$ cat src/rtl/gpx_pkg.sv
package gpx_pkg;
    localparam int unsigned ADDR_W = 8;

    localparam logic [ADDR_W-1:0] OFF_MODE  = 8'h00;
    localparam logic [ADDR_W-1:0] OFF_SPEED = 8'h08;
    localparam logic [ADDR_W-1:0] OFF_IN    = 8'h10;
    localparam logic [ADDR_W-1:0] OFF_OUT   = 8'h14;
    localparam logic [ADDR_W-1:0] OFF_SETCL = 8'h18;

    typedef enum logic [1:0] {
        PMODE_IN   = 2'b00,
        PMODE_OUT  = 2'b01,
        PMODE_ALT  = 2'b10,
        PMODE_ANLG = 2'b11
    } pin_mode_e;
endpackage

$ cat src/rtl/gpx_sync.sv
module gpx_sync #(
    parameter int unsigned W = 16
) (
    input  logic         clk,
    input  logic         rst_n,
    input  logic [W-1:0] async_in,
    output logic [W-1:0] sync_out
);
    logic [W-1:0] meta_q;
    logic [W-1:0] stab_q;
    logic [1:0]   age_q;

    always_ff @(posedge clk or negedge rst_n) begin
        if (!rst_n) begin
            meta_q <= '0;
            stab_q <= '0;
        end else begin
            meta_q <= async_in;
            stab_q <= meta_q;
        end
    end

    assign sync_out = stab_q;

    // cycles since reset, saturating; gates the latency check
    always_ff @(posedge clk or negedge rst_n) begin
        if (!rst_n)
            age_q <= '0;
        else if (age_q != 2'd3)
            age_q <= age_q + 2'd1;
    end

    // synchronized value lags the pin by two edges
    assert_sync_lag_R9: assert property (@(posedge clk) disable iff (!rst_n)
        (age_q >= 2'd2) |-> (stab_q == $past(async_in, 2)));
endmodule

$ cat src/rtl/gpx_regs.sv
module gpx_regs
    import gpx_pkg::*;
#(
    parameter int unsigned NPINS = 16,
    parameter int unsigned DW    = 32
) (
    input  logic              clk,
    input  logic              rst_n,
    input  logic              wr_en,
    input  logic [ADDR_W-1:0] waddr,
    input  logic [DW-1:0]     wdata,
    output logic [2*NPINS-1:0] mode_q,
    output logic [2*NPINS-1:0] speed_q,
    output logic [NPINS-1:0]  out_q
);
    localparam int unsigned HALF = DW / 2;
    localparam int unsigned MW   = 2 * NPINS;

    logic [NPINS-1:0] set_bits;
    logic [NPINS-1:0] clr_bits;
    logic             setcl_wr;
    logic             any_wr;

    assign set_bits = wdata[NPINS-1:0];
    assign clr_bits = wdata[HALF +: NPINS];
    assign setcl_wr = wr_en && (waddr == OFF_SETCL);
    assign any_wr   = wr_en && ((waddr == OFF_MODE) || (waddr == OFF_SPEED) ||
                                (waddr == OFF_OUT)  || (waddr == OFF_SETCL));

    always_ff @(posedge clk or negedge rst_n) begin
        if (!rst_n) begin
            mode_q  <= '0;
            speed_q <= '0;
            out_q   <= '0;
        end else if (wr_en) begin
            unique case (waddr)
                OFF_MODE:  mode_q  <= wdata[MW-1:0];
                OFF_SPEED: speed_q <= wdata[MW-1:0];
                OFF_OUT:   out_q   <= wdata[NPINS-1:0];
                // clear first, then set: set wins on overlap
                OFF_SETCL: out_q   <= (out_q & ~clr_bits) | set_bits;
                default:   ;
            endcase
        end
    end

    // every set bit lands as 1, even when its clear bit is also high
    assert_set_wins_R7: assert property (@(posedge clk) disable iff (!rst_n)
        setcl_wr |=> ((out_q & $past(set_bits)) == $past(set_bits)));

    // clear-only bits land as 0
    assert_clear_R5: assert property (@(posedge clk) disable iff (!rst_n)
        setcl_wr |=> ((out_q & $past(clr_bits & ~set_bits)) == '0));

    // unmarked pins keep their level
    assert_keep_R6: assert property (@(posedge clk) disable iff (!rst_n)
        setcl_wr |=> (((out_q ^ $past(out_q)) & ~$past(set_bits | clr_bits)) == '0));

    // without a write to a writable offset no register moves
    assert_hold_R10: assert property (@(posedge clk) disable iff (!rst_n)
        !any_wr |=> ($stable(mode_q) && $stable(speed_q) && $stable(out_q)));
endmodule

$ cat src/rtl/gpx_rdmux.sv
module gpx_rdmux
    import gpx_pkg::*;
#(
    parameter int unsigned NPINS = 16,
    parameter int unsigned DW    = 32
) (
    input  logic [ADDR_W-1:0]  raddr,
    input  logic [2*NPINS-1:0] mode_q,
    input  logic [2*NPINS-1:0] speed_q,
    input  logic [NPINS-1:0]   out_q,
    input  logic [NPINS-1:0]   in_sync,
    output logic [DW-1:0]      rd_word
);
    localparam int unsigned MW = 2 * NPINS;

    always_comb begin
        rd_word = '0;
        unique case (raddr)
            OFF_MODE:  rd_word[MW-1:0]    = mode_q;
            OFF_SPEED: rd_word[MW-1:0]    = speed_q;
            OFF_IN:    rd_word[NPINS-1:0] = in_sync;
            OFF_OUT:   rd_word[NPINS-1:0] = out_q;
            default:   rd_word = '0;
        endcase
    end
endmodule

$ cat src/rtl/gpio_port_atomic.sv
module gpio_port_atomic
    import gpx_pkg::*;
#(
    parameter int unsigned NPINS = 16,
    parameter int unsigned DW    = 32
) (
    input  logic              clk,
    input  logic              rst_n,
    input  logic              bus_en,
    input  logic              bus_we,
    input  logic [ADDR_W-1:0] bus_addr,
    input  logic [DW-1:0]     bus_wdata,
    output logic [DW-1:0]     bus_rdata,
    input  logic [NPINS-1:0]  pin_in,
    output logic [NPINS-1:0]  pin_out,
    output logic [NPINS-1:0]  pin_oe
);
    localparam int unsigned MW = 2 * NPINS;

    logic [MW-1:0]    mode_q;
    logic [MW-1:0]    speed_q;
    logic [NPINS-1:0] out_q;
    logic [NPINS-1:0] in_sync;
    logic [DW-1:0]    rd_word;
    logic [DW-1:0]    rdata_q;
    logic             rd_stb;
    logic             wr_stb;

    assign rd_stb = bus_en && !bus_we;
    assign wr_stb = bus_en && bus_we;

    gpx_sync #(.W(NPINS)) u_sync (
        .clk      (clk),
        .rst_n    (rst_n),
        .async_in (pin_in),
        .sync_out (in_sync)
    );

    gpx_regs #(.NPINS(NPINS), .DW(DW)) u_regs (
        .clk     (clk),
        .rst_n   (rst_n),
        .wr_en   (wr_stb),
        .waddr   (bus_addr),
        .wdata   (bus_wdata),
        .mode_q  (mode_q),
        .speed_q (speed_q),
        .out_q   (out_q)
    );

    gpx_rdmux #(.NPINS(NPINS), .DW(DW)) u_rdmux (
        .raddr   (bus_addr),
        .mode_q  (mode_q),
        .speed_q (speed_q),
        .out_q   (out_q),
        .in_sync (in_sync),
        .rd_word (rd_word)
    );

    always_ff @(posedge clk or negedge rst_n) begin
        if (!rst_n)
            rdata_q <= '0;
        else if (rd_stb)
            rdata_q <= rd_word;
    end

    assign bus_rdata = rdata_q;
    assign pin_out   = out_q;

    for (genvar p = 0; p < NPINS; p++) begin : g_oe
        assign pin_oe[p] = (mode_q[2*p +: 2] == PMODE_OUT);
    end

    // the set/reset offset never returns data
    assert_setcl_reads0_R8: assert property (@(posedge clk) disable iff (!rst_n)
        $past(rd_stb && (bus_addr == OFF_SETCL)) |-> (bus_rdata == '0));

    // upper half of the input register is zero
    assert_in_upper0_R9: assert property (@(posedge clk) disable iff (!rst_n)
        $past(rd_stb && (bus_addr == OFF_IN)) |-> (bus_rdata[DW-1:NPINS] == '0));

    // read data holds while no read is accepted
    assert_rdata_hold_R11: assert property (@(posedge clk) disable iff (!rst_n)
        !rd_stb |=> $stable(bus_rdata));
endmodule

$ cat config.mk
export PLATFORM = sky130hd
export DESIGN_NAME = gpio_port_atomic
export DESIGN_NICKNAME = d
export VERILOG_FILES = /design/src/rtl/gpx_pkg.sv /design/src/rtl/gpx_sync.sv /design/src/rtl/gpx_regs.sv /design/src/rtl/gpx_rdmux.sv /design/src/rtl/gpio_port_atomic.sv
export SDC_FILE = /design/constraint.sdc
export NUM_CORES = 1
export LEC_CHECK = 0
export ABC_CLOCK_PERIOD_IN_PS = 900
export BUFFER_PORTS_ARGS = -buffer_cell sky130_fd_sc_hd__buf_2
export CORE_UTILIZATION = 50
export CTS_CLUSTER_DIAMETER = 40
export CTS_CLUSTER_SIZE = 14
export DETAILED_ROUTE_END_ITERATION = 8
export HOLD_SLACK_MARGIN = 0.12
export PLACE_DENSITY = 0.76
export SLEW_MARGIN = 10
export SYNTH_ARGS = -nofsm -noshare
export SYNTH_HDL_FRONTEND = slang
export SYNTH_SLANG_ARGS = --single-unit
$ cat constraint.sdc
create_clock -name clk -period 0.9 [get_ports clk]
set_input_delay 0.18 -clock clk [delete_from_list [all_inputs] [get_ports clk]]
set_output_delay 0.18 -clock clk [all_outputs]
set_load 0.05 [all_outputs]
==> summary.md, run 1 <==
| Metric | Value |
|---|---|
| EDFF count, synth | 0 |
| Synth top area share | 57.90% |
| Final instance area | approximately 0.011 mm^2 |
| Non-Filler Instances | 963 |
| Antenna-violating nets left | 0 |
| Synthesized flop and latch total | 144 |
| Cell taking the most area after synthesis | dfrtp_1 |
| Clock sink count | ~140 |
| Syn Area/Cell | 13.13 um^2 |
| HP Class | in -> reg |
| Area taken by flip-flops and latches | about 0.0036 mm^2 |
| Met1 usage | a little under half |
| Grt met2 use | between 60% and 70% |
| Routed WL per cell | around 31 um |
| Min-delay src | bus_wdata[2] |
| Worst Hold End | u_regs.mode_q[2]$_DFFE_PN0P_ |
| Layout cells sized above 1 | 62.47% |
| Layout Utilization | 92.76% |
| R2R depth | 4 |
| Worst VDD drop | 1.845 mV |
| Filler cells | 330 |
| FMAX | about 700 MHz |
| Drt pass-1 iters | 6 |
| Initial antenna violation count | 2 |
| Crit-path max FO | 2 |
| Final worst slack | -546.8 ps |
| Port bufs | 123 |
| Reg2reg setup slack | -450 ps |
| Clk_lat worst skew | approximately 430 ps |
| Leakage | between 5 and 6 nW |
| Vias per inst | 6.734 |
| Area of the die | between 0.01 and 0.015 mm^2 |
| Dpl hpwl | 11400 um |
| Tcrit/Tclk final | 160.8% |
| Height of the die | 113.6 um |
| Starting DRT DRC Count | between 900 and 1000 |
| Cell variety after synth | 30 |
| Area growth syn-to-layout | 79.77% |
| TritonCTS clock tree | built |
| Number of global-route vias before repair | ~6200 |
| Most frequent cells after synthesis | dfrtp_1, mux2i_1, mux2_2, mux2_1, clkbuf_1 |
| Mapped Area | between 0.006 and 0.007 mm^2 |
| Post-Syn Instances | 474 |
| Initial Utilization | between 50% and 60% |
| Sequential fraction of the synthesis area | between 50 and 60% |
| GRT overflow | 0 |
| Largest net degree at the start of global routing | 39 |
| Required time worst endpoint | slightly above 700 ps |
| Post-layout net count | approximately 840 |
| Worst EP arrival | roughly 1300 ps |
| Met3 usage | about 9.9% |
| Final wirelength | 30260 um |
| Pwr per Cell Area | between 1500 and 2000 mW/mm^2 |
| RSZ-0062 raised after global routing | true |
| Core ar. | about 0.012 mm^2 |
| Failing checks | negative setup slack |
| # setup viols final | between 150 and 200 |
| Reg-to-reg endpoint | bus_rdata[15]$_DFFE_PN0P_ |
| Multi-input gate area | ~0.0035 mm^2 |
| Clock transition at path regs | around 60 ps |
| Top post-synthesis cells by area | dfrtp_1, mux2i_1, mux2_2, mux2_1, a22o_1 |
| Overall Global Routing Usage | 39.98% |
| Slew Limit Fails | 0 |
| Longest Clk Path Bufs | 2 |
| Worst Skew | between 8 and 9 ps |
| Drt drc | 0 |
| GPL Wtd Cong | between 0.8 and 0.9 |
| Hold path depth | 3 |
| Post-synthesis net count | 534 |
| Worst relative slew slack | between 70 and 80% |
| Top Ports | about 120 |
| CP Class | reg -> out |
| H-tree levels | 4 |
| FP Rows | 40 |
| CTS buffer count | 17 |
| Die Width | ~110 um |
| CP endpoint kind | output pin |
| Post-DP Area | around 0.0080 mm^2 |
| R2r startpoint | u_regs.mode_q[15]$_DFFE_PN0P_ |
| Status | finished with violations |
| Yosys warning count | 0 |
| CTS root buf | clkbuf_16 |
| Maxcap violations | 0 |
| Synth async-reset ratio | 100.0% |
| Final Hold Fails | 0 |
| Worst-Margin Slew | 409.8 ps |
| Placed insts | ~800 |
| Via Count | 6485 |
| Count leader, synth | dfrtp_1 |
| Fin crit period | 1447 ps |
| Grt peak-use layer | met2 |
| First-pass GRT wire length | approximately 37000 um |
| Crit path launch type | flip-flop |
| Main flop type after synthesis | dfrtp_1 |
==> placed cells by master (no fill, tap or decap), drive strengths merged, types with 2 or more instances in the layout <==
cell         instances
nand2               17
dlygate4sd3         43
mux2i               48
o41ai               16
o31ai               16
or4                 16
or2                  2
dfrtp              144
nand2b               2
a22o                16
nand3b              16
nand4               17
nor2b               16
nand3               17
clkinv               8
clkbuf              23
buf                286
o22ai               16
mux2                64
==> how the worst max path moves through the flow <==
stage / cells past startpoint / startpoint / endpoint
after global placement: 5 / bus_addr[5] / u_regs.out_q[3]$_DFFE_PN0P_
final: 2 / u_regs.mode_q[15]$_DFFE_PN0P_ / pin_oe[7]
after global routing: 2 / u_regs.mode_q[15]$_DFFE_PN0P_ / pin_oe[7]
after detailed placement: 5 / bus_addr[5] / u_regs.out_q[2]$_DFFE_PN0P_
after floorplan: 5 / bus_addr[4] / u_regs.speed_q[10]$_DFFE_PN0P_
after CTS: 2 / u_regs.mode_q[29]$_DFFE_PN0P_ / pin_oe[14]
==> layout make-up <==
class,instances,share of cell area [%]
Tap cell,168,1.879
Clock inverter,10,0.7605
Clock buffer,22,4.328
Timing Repair Buffer,331,29.43
Sequential cell,144,32.26
Multi-Input combinational cell,287,31.31
Antenna cell,1,0.02237
==> critical path, stage by stage (launching register included) <==
cell and delay [ps]:
dfrtp_1 470, nor2b_4 200, buf_6 180
==> per-layer routing <==
layer,part of all wire [%],vias to the layer above
met2,47,648
met5,0,-
met3,11,235
met1,33,3190
li1,-,2412
met4,9.3,0
==> flip-flops by register name (all words and copies together) (netlist names) <==
name,cells
bus_rdata,32
u_regs.mode_q,32
u_regs.speed_q,32
u_regs.out_q,16
u_sync.meta_q,16
u_sync.sync_out,16
==> cells by family after synthesis <==
family                 synth area share [%]
AND/OR/NAND/NOR                       11.08
AO/OA/AOI/OAI                         8.484
buffers and inverters                 3.096
XOR/XNOR                             0.1408
multiplexers                          19.30
flip-flops                            57.90
==> what timing repair did <==
item	in CTS	in global routing
cloned	11	1
buffers inserted	49	38
pin swaps	44	32
hold buffers	43	0
hold endpoints to repair	231	0
gates resized for setup	223	114
setup endpoints to repair	170	176
==> report_power, final <==
| part | total (mW) | leakage [nW] | switching (mW) | internal (mW) |
|---|---|---|---|---|
| Combinational | 5.90 | 3.17 | 3.21 | 2.69 |
| Sequential | 7.42 | 1.91 | 0.511 | 6.91 |
| Clock | 6.94 | 0.285 | 2.87 | 4.08 |
==> through the flow <==
step / setup WS [ps] / total power, mW / hold WS, ps / setup TNS, ps
floorplan: -547.8 / 9.528 / -115.6 / -54930
global placement: -659.8 / 10.89 / 18.99 / -65090
detailed placement: -725.9 / 11.00 / 19.17 / -67610
CTS: -436.9 / 18.97 / 106.2 / -47190
global route: -563.0 / 20.67 / 120.5 / -58230
finish: -546.8 / 20.26 / 116.2 / -56620
No activity file was read; power rests on OpenSTA's default activity.
==> run 2: changes to the inputs <==
--- a/config.mk
+++ b/config.mk
@@ -8,6 +8,7 @@
 export ABC_CLOCK_PERIOD_IN_PS = 900
 export BUFFER_PORTS_ARGS = -buffer_cell sky130_fd_sc_hd__buf_2
 export CORE_UTILIZATION = 50
+export CTS_BUF_LIST = sky130_fd_sc_hd__clkbuf_4 sky130_fd_sc_hd__clkbuf_8
 export CTS_CLUSTER_DIAMETER = 40
 export CTS_CLUSTER_SIZE = 14
 export DETAILED_ROUTE_END_ITERATION = 8
==> constraint.sdc (replaced) <==
create_clock -name clk -period 0.9 [get_ports clk]
set_input_delay 0.135 -clock clk [delete_from_list [all_inputs] [get_ports clk]]
set_output_delay 0.135 -clock clk [all_outputs]
set_load 0.05 [all_outputs]
==> run 2 against run 1 <==
Against the previous run: the flow still finishes with violations (negative setup slack); sequential cell count unchanged; core utilization increased by 1.8 points; clock power decreased by 8.8%; setup slack got worse by 170 ps; cell area increased by 2.0%; first-iteration DRC count decreased by 16%; hold slack got worse by 42 ps; combinational power increased by 14%; routed wire length increased by 7.3%; global-route usage decreased by 2.5 points; register-to-register slack got worse by 270 ps; clock-buffer cell count increased by 1; critical path type is now reg -> reg; highest routed layer is now met5.
==> summary.md, run 2 (synthesis results as in run 1) <==
| Metric | Value |
|---|---|
| Height of the die | between 100 and 150 um |
| Layout Utilization | ~95% |
| Sequential Power Share | between 30% and 40% |
| Min-delay src | bus_wdata[15] |
| GRT overflow | 0 |
| Clock transition at path regs | ~90 ps |
| Tcrit/Tclk final | 179.5% |
| Worst Hold End | u_regs.out_q[15]$_DFFE_PN0P_ |
| Area taken by flip-flops and latches | 0.003606 mm^2 |
| GPL Wtd Cong | 0.8073 |
| # setup viols final | about 180 |
| Crit path launch type | flip-flop |
| Non-Filler Instances | 1000 |
| NetSw | 6.842 mW |
| Clk_lat worst skew | around 500 ps |
| TritonCTS clock tree | built |
| Maxcap violations | 0 |
| Drt drc | 0 |
| R2R depth | 4 |
| Final wirelength | 32470 um |
| RSZ-0062 raised after global routing | true |
| CTS buffer count | 17 |
| FMAX | 619.1 MHz |
| Crit-path max FO | 2 |
| Drt pass-1 iters | 5 |
| Sw frac | roughly 33% |
| Most common cell after layout, fill and taps aside | dfrtp_1 |
| Initial Utilization | roughly half |
| Status | finished with violations |
| Number of global-route vias before repair | between 6000 and 7000 |
| Worst VDD drop | roughly 2.5 mV |
| Clock sink count | 144 |
| Worst relative slew slack | 58.89% |
| Antenna-violating nets left | 0 |
| Setup WS pre-CTS | -705.5 ps |
| Core ar. | ~0.012 mm^2 |
| Overall Global Routing Usage | around 37% |
| Vias per inst | 6.839 |
| Post-layout net count | 876 |
| Part of the power in combinational logic | approximately a third |
| R2r startpoint | u_regs.mode_q[15]$_DFFE_PN0P_ |
| Slew Limit Fails | 0 |
| Longest Clk Path Bufs | 2 |
| Most frequent cells in the layout | dfrtp_1, buf_4, buf_6, buf_2, dlygate4sd3_1 |
| Pwr per Cell Area | between 1500 and 2000 mW/mm^2 |
| Worst EP arrival | ~2000 ps |
| CP endpoint kind | flip-flop |
| Starting DRT DRC Count | between 700 and 800 |
| Routed WL per cell | around 32 um |
| Port bufs | roughly 120 |
| Leakage | 5.592 nW |
| Cell Int Power | between 10 and 15 mW |
| Hold path depth | 4 |
| HP Class | in -> reg |
| Reg-to-reg endpoint | bus_rdata[15]$_DFFE_PN0P_ |
| Area growth syn-to-layout | 83.33% |
| CTS root buf | clkbuf_8 |
| Filler cells | 261 |
| Post-Route Setup TNS | -46100 ps |
| Area of the die | 0.01290 mm^2 |
| Via Count | 6839 |
| CP Class | reg -> reg |
| Required time worst endpoint | around 1300 ps |
| WHS | 74.25 ps |
| Layout cells sized above 1 | between 60% and 70% |
| Clock power frac | between 30 and 40% |
| Final worst slack | -715.2 ps |
| Top Ports | ~120 |
| Reg2reg setup slack | -720 ps |
| Final Hold Fails | 0 |
| Fin crit period | approximately 1600 ps |
| First-pass GRT wire length | around 35000 um |
| Final instance area | 0.01141 mm^2 |
| H-tree levels | 4 |
| Multi-input gate area | roughly 0.0034 mm^2 |
| Placed insts | between 700 and 800 |
| Pwr Total | between 20 and 25 mW |
| Initial antenna violation count | 3 |
| Worst Skew | between 20 and 25 ps |
| Largest net degree at the start of global routing | 39 |
| Dpl hpwl | between 10000 and 15000 um |
| Die Width | roughly 110 um |
| Failing checks | negative setup slack |
| Worst-Margin Slew | approximately 620 ps |
| FP Rows | 40 |
| Post-DP Area | slightly below 0.008 mm^2 |
## run 2: critical path, stage by stage, from the launching register on
cell     delay (ps)
dfrtp_1         450
buf_4           180
mux2i_1         310
o22ai_1         280
a22o_1          280
## run 2: power groups by stage
stage	Sequential [mW]	Clock, mW	Combinational, mW
after floorplan	8.32	0	1.21
after global placement	7.31	0	3.62
after detailed placement	7.32	0	3.70
after CTS	7.23	5.90	5.46
after global routing	7.38	6.50	6.80
final	7.38	6.33	6.74
## run 2: cell type report
| class | count | share of cell area, % |
|---|---|---|
| diodes | 3 | 0.06580 |
| well taps | 168 | 1.842 |
| clock inverters | 9 | 1.327 |
| clock buffers | 23 | 2.774 |
| multi-input cells | 288 | 29.84 |
| repair buffers | 365 | 32.55 |
| flip-flops and latches | 144 | 31.60 |
## run 2: worst max-delay path by stage
stage,start,end,depth (start not counted)
final,u_regs.mode_q[15]$_DFFE_PN0P_,bus_rdata[15]$_DFFE_PN0P_,4
after global routing,u_regs.mode_q[15]$_DFFE_PN0P_,bus_rdata[15]$_DFFE_PN0P_,4
after detailed placement,bus_addr[4],bus_rdata[9]$_DFFE_PN0P_,6
after CTS,u_regs.mode_q[31]$_DFFE_PN0P_,pin_oe[15],2
after global placement,bus_addr[4],bus_rdata[10]$_DFFE_PN0P_,6
after floorplan,bus_addr[4],u_regs.speed_q[10]$_DFFE_PN0P_,5
## run 2: timing repair
item                                   4_1_cts  5_1_grt
gates cloned                                11        4
pin swaps                                   39       34
hold buffers                                49       14
setup endpoints to repair                  160      176
endpoints found under the hold margin      240       52
resized for setup                          224      126
setup buffers                               70       51
## run 2: metal layers
| metal | part of all wire, % | vias up | global-route usage, % |
|---|---|---|---|
| met3 | 12 | 299 | 9.777 |
| met4 | 9.4 | 2 | 21.40 |
| li1 | - | 2471 | - |
| met5 | 0.095 | - | 0 |
| met2 | 45 | 764 | 61.87 |
| met1 | 33 | 3303 | 44.61 |
